--- config.mk ---
export PLATFORM = sky130hd
export DESIGN_NAME = uart_os_rx
export DESIGN_NICKNAME = d
export VERILOG_FILES = /design/src/rtl/uart_os_rx_pkg.sv /design/src/rtl/uart_os_rx_sync.sv /design/src/rtl/uart_os_rx_core.sv /design/src/rtl/uart_os_rx_hold.sv /design/src/rtl/uart_os_rx.sv
export SDC_FILE = /design/constraint.sdc
export NUM_CORES = 1
export LEC_CHECK = 0
export ABC_AREA = 1
export CAP_MARGIN = 0
export CORE_ASPECT_RATIO = 1.5
export CORE_MARGIN = 2
export CORE_UTILIZATION = 55
export CTS_CLUSTER_DIAMETER = 80
export DETAILED_ROUTE_END_ITERATION = 10
export HOLD_SLACK_MARGIN = 0.1
export MAX_ROUTING_LAYER = met4
export PLACE_DENSITY_LB_ADDON = 0.3
export SLEW_MARGIN = 20
export SYNTH_ARGS = -nofsm -noshare
export SYNTH_HDL_FRONTEND = slang
export SYNTH_SLANG_ARGS = --single-unit
export TNS_END_PERCENT = 30
--- constraint.sdc ---
create_clock -name clk_i -period 1.85 [get_ports clk_i]
set_input_delay 0.555 -clock clk_i [delete_from_list [all_inputs] [get_ports clk_i]]
set_output_delay 0.555 -clock clk_i [all_outputs]
set_load 0.02 [all_outputs]
--- src/rtl/uart_os_rx_pkg.sv ---
package uart_os_rx_pkg;
  typedef enum logic [1:0] {
    RX_IDLE,
    RX_START,
    RX_DATA,
    RX_STOP
  } rx_state_e;
endpackage

--- src/rtl/uart_os_rx_sync.sv ---
module uart_os_rx_sync #(
  parameter int unsigned SYNC_STAGES = 2
) (
  input  logic clk_i,
  input  logic rst_ni,
  input  logic rxd_i,
  output logic level_o,
  output logic fall_o
);
  // stages 0..SYNC_STAGES-1 synchronize, the last stage holds the previous level
  logic [SYNC_STAGES:0] pipe_q;

  always_ff @(posedge clk_i or negedge rst_ni) begin
    if (!rst_ni) pipe_q <= '1;
    else         pipe_q <= {pipe_q[SYNC_STAGES-1:0], rxd_i};
  end

  assign level_o = pipe_q[SYNC_STAGES-1];
  assign fall_o  = pipe_q[SYNC_STAGES] & ~pipe_q[SYNC_STAGES-1];
endmodule

--- src/rtl/uart_os_rx_core.sv ---
module uart_os_rx_core
  import uart_os_rx_pkg::*;
#(
  parameter int unsigned OSR        = 16,
  parameter int unsigned SAMPLE_IDX = 7,
  parameter int unsigned DATA_W     = 8
) (
  input  logic              clk_i,
  input  logic              rst_ni,
  input  logic              tick_i,
  input  logic              rx_i,
  input  logic              fall_i,
  output logic              done_o,
  output logic              stop_ok_o,
  output logic [DATA_W-1:0] byte_o
);
  localparam int unsigned TCNT_W = $clog2(OSR);
  localparam int unsigned BCNT_W = $clog2(DATA_W + 1);

  rx_state_e         state_q;
  logic [TCNT_W-1:0] tcnt_q;
  logic [BCNT_W-1:0] bcnt_q;
  logic [DATA_W-1:0] shreg_q;
  logic              at_sample, at_end;

  assign at_sample = tick_i && (tcnt_q == TCNT_W'(SAMPLE_IDX));
  assign at_end    = tick_i && (tcnt_q == TCNT_W'(OSR - 1));
  assign byte_o    = shreg_q;

  always_ff @(posedge clk_i or negedge rst_ni) begin
    if (!rst_ni) begin
      state_q   <= RX_IDLE;
      tcnt_q    <= '0;
      bcnt_q    <= '0;
      shreg_q   <= '0;
      done_o    <= 1'b0;
      stop_ok_o <= 1'b1;
    end else begin
      done_o <= 1'b0;
      if (state_q == RX_IDLE) begin
        if (fall_i) begin
          state_q <= RX_START;
          tcnt_q  <= '0;
          bcnt_q  <= '0;
        end
      end else if (tick_i) begin
        tcnt_q <= at_end ? '0 : tcnt_q + 1'b1;
        if (at_sample) begin
          unique case (state_q)
            RX_START: if (rx_i) state_q <= RX_IDLE;  // false start
            RX_DATA: begin
              shreg_q <= {rx_i, shreg_q[DATA_W-1:1]};
              bcnt_q  <= bcnt_q + 1'b1;
            end
            RX_STOP: begin
              done_o    <= 1'b1;
              stop_ok_o <= rx_i;
              state_q   <= RX_IDLE;  // re-arm right after the stop sample
            end
            default: ;
          endcase
        end
        if (at_end) begin
          if (state_q == RX_START) state_q <= RX_DATA;
          else if (state_q == RX_DATA && bcnt_q == BCNT_W'(DATA_W)) state_q <= RX_STOP;
        end
      end
    end
  end
endmodule

--- src/rtl/uart_os_rx_hold.sv ---
module uart_os_rx_hold #(
  parameter int unsigned DATA_W = 8
) (
  input  logic              clk_i,
  input  logic              rst_ni,
  input  logic              done_i,
  input  logic              stop_ok_i,
  input  logic [DATA_W-1:0] byte_i,
  input  logic              rd_i,
  output logic [DATA_W-1:0] data_o,
  output logic              valid_o,
  output logic              frame_err_o,
  output logic              overrun_o
);
  logic full_q;

  always_ff @(posedge clk_i or negedge rst_ni) begin
    if (!rst_ni) begin
      data_o      <= '0;
      valid_o     <= 1'b0;
      frame_err_o <= 1'b0;
      overrun_o   <= 1'b0;
      full_q      <= 1'b0;
    end else begin
      valid_o <= done_i;
      if (rd_i) begin
        full_q    <= 1'b0;
        overrun_o <= 1'b0;
      end
      if (done_i) begin
        data_o      <= byte_i;
        frame_err_o <= ~stop_ok_i;
        full_q      <= 1'b1;
        if (full_q && !rd_i) overrun_o <= 1'b1;
      end
    end
  end
endmodule

--- src/rtl/uart_os_rx.sv ---
module uart_os_rx #(
  parameter int unsigned OSR         = 16,
  parameter int unsigned SAMPLE_IDX  = 7,
  parameter int unsigned DATA_W      = 8,
  parameter int unsigned SYNC_STAGES = 2
) (
  input  logic              clk_i,
  input  logic              rst_ni,
  input  logic              os_tick_i,
  input  logic              rxd_i,
  input  logic              rd_i,
  output logic [DATA_W-1:0] data_o,
  output logic              valid_o,
  output logic              frame_err_o,
  output logic              overrun_o
);
  logic              rx_level, rx_fall, done, stop_ok;
  logic [DATA_W-1:0] rx_byte;

  uart_os_rx_sync #(.SYNC_STAGES(SYNC_STAGES)) i_sync (
    .clk_i  (clk_i),
    .rst_ni (rst_ni),
    .rxd_i  (rxd_i),
    .level_o(rx_level),
    .fall_o (rx_fall)
  );

  uart_os_rx_core #(.OSR(OSR), .SAMPLE_IDX(SAMPLE_IDX), .DATA_W(DATA_W)) i_core (
    .clk_i    (clk_i),
    .rst_ni   (rst_ni),
    .tick_i   (os_tick_i),
    .rx_i     (rx_level),
    .fall_i   (rx_fall),
    .done_o   (done),
    .stop_ok_o(stop_ok),
    .byte_o   (rx_byte)
  );

  uart_os_rx_hold #(.DATA_W(DATA_W)) i_hold (
    .clk_i      (clk_i),
    .rst_ni     (rst_ni),
    .done_i     (done),
    .stop_ok_i  (stop_ok),
    .byte_i     (rx_byte),
    .rd_i       (rd_i),
    .data_o     (data_o),
    .valid_o    (valid_o),
    .frame_err_o(frame_err_o),
    .overrun_o  (overrun_o)
  );
endmodule

==> results.sh, run 1 <==
export IMPL_drive_gt1_share_pct=18.4
export IMPL_core_um2=2650
export IMPL_drcViolationCount=0
export IMPL_io_buffer_count=15
export IMPL_layout_cells_non_filler=216
export IMPL_tns_ns=0
export IMPL_cts_sinks=35
export IMPL_grt_overflow_total=0
export IMPL_crit_family="buffers and inverters"
export IMPL_slew_violations=0
export IMPL_num_vias=1096
export IMPL_initial_utilization_pct=57.7
export IMPL_fin_crit_sh_pct=97.0
export IMPL_hold_viol=0
export IMPL_worst_pin_slew_ns=0.424
export IMPL_cts_root_buf="clkbuf_8"
export IMPL_wire_per_inst_um=12.2
export IMPL_grt_start_max_net_pins=36
export IMPL_max_freq_mhz=557
export IMPL_cp_end_kind="output port"
export IMPL_drtAntennaViolNets=0
export IMPL_rsz0062_at_grt="false"
export IMPL_ys_warnings_count=0
export IMPL_drtIter0Drc=45
export IMPL_dieWidth_um=47.0
export IMPL_yosysSeqAreaShare_pct=57.7
export IMPL_path_buf_inv=1
export IMPL_grt_pass1_wl_mm=4.55
export IMPL_cts_htree_levels=2
export IMPL_slowest_stage="clkdlybuf4s50_1"
export IMPL_cp_arrival_ns=1.24
export IMPL_dpl_cell_area_um2=1720
export IMPL_worstPathRequired_ns=1.29
export IMPL_fin_worst_skew_ns=0.00468
export IMPL_crit_chain="clkdlybuf4s50_1"
export IMPL_clk_pin_slew_ns=0.07
export IMPL_vdd_drop_max_v=0.000718
export IMPL_grt_pass1_vias=1123
export IMPL_r2r_cells=6
export IMPL_synthCells=157
export IMPL_finalSetupViolCount=0
export IMPL_dp_hpwl_mm=1.93
export IMPL_finalCriticalPeriod_ns=1.80
export IMPL_io_pin_count=16
export IMPL_firstDrtPassIters=4
export IMPL_rows=23
export IMPL_cts_max_path_buffers=2
export IMPL_synth_fp_nets=165
export IMPL_syn2layout_area_growth_pct=21.1
export IMPL_numCtsBuffers=5
export IMPL_ctsResizeCount=0
export IMPL_cts_tree="built"
export IMPL_fin_nets=186
export IMPL_routed_wl_mm=2.64
export IMPL_antenna_found_initial=0
export IMPL_power_total_mw=2.13
export IMPL_place_gp_congestion=0.778
export IMPL_synth_area_per_cell_um2=9.72
export IMPL_leakage_nw=0.873
export IMPL_die_h_um=68.5
export IMPL_dp_cells=208
export IMPL_max_stage_delay_ns=0.61
export IMPL_hold_end="i_sync.pipe_q[1]$_DFF_PN1_"
export IMPL_slew_headroom_pct=71.7
export IMPL_regToRegStartpoint="i_core.tcnt_q[0]$_DFFE_PN0P_"
export IMPL_final_area_um2=1850
export IMPL_maxCapViolations=0
export IMPL_start_kind="flop"
export IMPL_r2r_end="i_core.bcnt_q[0]$_DFFE_PN0P_"
export IMPL_status="finished, final reports clean"
export IMPL_grt_usage_pct=21.2
export IMPL_post_cts_buffers=0
export IMPL_path_max_fanout=2
export IMPL_yosys_cell_types_count=26
export IMPL_vias_per_cell=5.07
export IMPL_hold_path_startpoint="i_sync.pipe_q[0]$_DFF_PN1_"
export IMPL_antenna_cells=0
export IMPL_reg2reg_slack_ns=0.40
export IMPL_crit_type="flop to output port"
export IMPL_insertion_delay_ns=0.29
export IMPL_whs_path_depth=0
export IMPL_syn_cell_area_um2=1530
export IMPL_ys_seq_elements=35
export IMPL_powerDensity_nw_per_um2=1150
export IMPL_dieArea_um2=3220
export IMPL_cts_hold_fix_buffers=0
export IMPL_min_path_type="flop to flop"
[layout by cell type (no fill, tap or decap)]
cell and instances:
nand4_1 1, bufinv_16 2, nor2_2 1, dfrtp_1 31
inv_1 16, nand2_4 1, a22o_1 1, inv_2 3
nor3_2 1, nor2_1 9, nand2_1 42, clkbuf_1 1
o22ai_1 1, o21ai_0 11, clkdlybuf4s50_1 15, o21ai_2 9
buf_4 1, ha_1 3, nand2_2 2, dfstp_2 4
a21oi_1 2, a21oi_2 1, nor2_4 3, xor2_1 3
o21ai_1 1, nand3_1 7, o21a_1 1, xnor2_1 1
clkbuf_8 5
[routing by layer]
metal / track usage [%] / wire [µm]
met1: 20.0 / 1020
met2: 36.5 / 1440
met3: 4.17 / 106
met4: 15.3 / 82
met5: - / 0
[cells by family after synthesis]
logic type | share of synthesized area [%]
AND/OR/NAND/NOR | 20.1
flip-flops | 57.7
AO/OA/AOI/OAI | 11.8
buffers and inverters | 5.66
XOR/XNOR | 2.30
adder cells (fa/ha/maj) | 2.46
[registers in the layout, indices dropped and copies added, names as in the netlist, 2 cells and up]
signal and cells:
i_core.byte_o 8, i_hold.data_o 8, i_core.bcnt_q 4, i_core.tcnt_q 4
i_sync.pipe_q 3, i_core.state_q 2
[worst max path at each step]
stage / start / endpoint / cells after the start
floorplan: i_core.tcnt_q[0]$_DFFE_PN0P_ / i_core.byte_o[3]$_DFFE_PN0P_ / 7
global placement: os_tick_i / i_core.tcnt_q[1]$_DFFE_PN0P_ / 7
detailed placement: os_tick_i / i_core.tcnt_q[1]$_DFFE_PN0P_ / 7
CTS: i_hold.frame_err_o$_DFFE_PN0P_ / frame_err_o / 1
global route: i_hold.data_o[6]$_DFFE_PN0P_ / data_o[6] / 1
finish: i_hold.data_o[6]$_DFFE_PN0P_ / data_o[6] / 1
[synth_stat cells (all sizes together)]
master  number  area [µm²]
nand2       45         181
nand3        7        35.0
nor2        13        73.8
o21ai       21         139
inv         19        71.3
buf          1        11.3
xor2         3        26.3
a22o         1        8.76
a21oi        3        18.8
dfrtp       31         776
dfstp        4         105
nand4        1        6.26
nor3         1        10.0
ha           3        37.5
clkbuf       1        3.75
o21a         1        7.51
xnor2        1        8.76
o22ai        1        6.26
[final cells by class]
cell class	count	area [µm²]
timing repair buffer	16	158
tap	37	46.3
fill	218	800
inverter	19	71.3
clock buffer	6	72.6
sequential	35	881
clock inverter	2	60.1
multi-input combinational	101	559
[power breakdown]
| group | switching, mW | internal, mW |
|---|---|---|
| Clock | 0.264 | 0.538 |
| Combinational | 0.204 | 0.150 |
| Sequential | 0.106 | 0.866 |
[stage by stage]
step	util [%]	setup slack, ns	hold slack (ns)
finish	69.8	0.0549	0.359
global route	69.8	0.00487	0.363
CTS	69.8	0.0377	0.361
detailed placement	64.8	-0.00505	0.351
global placement	64.8	0.0618	0.347
floorplan	-	0.575	0.259
Power figures use the tool's default switching activity.
==> run 2, diff against run 1 <==
--- a/config.mk
+++ b/config.mk
@@ -12,7 +12,6 @@
 export CORE_UTILIZATION = 55
 export CTS_CLUSTER_DIAMETER = 80
 export DETAILED_ROUTE_END_ITERATION = 10
-export HOLD_SLACK_MARGIN = 0.1
 export MAX_ROUTING_LAYER = met4
 export PLACE_DENSITY_LB_ADDON = 0.3
 export SLEW_MARGIN = 20
==> results of run 2 <==
No change in the layout: final DEF, timing and power equal those of run 1.
==> run 3, diff against run 2 <==
--- a/config.mk
+++ b/config.mk
@@ -6,7 +6,6 @@
 export NUM_CORES = 1
 export LEC_CHECK = 0
 export ABC_AREA = 1
-export CAP_MARGIN = 0
 export CORE_ASPECT_RATIO = 1.5
 export CORE_MARGIN = 2
 export CORE_UTILIZATION = 55
==> results of run 3 <==
No change in the layout: final DEF, timing and power equal those of run 1.
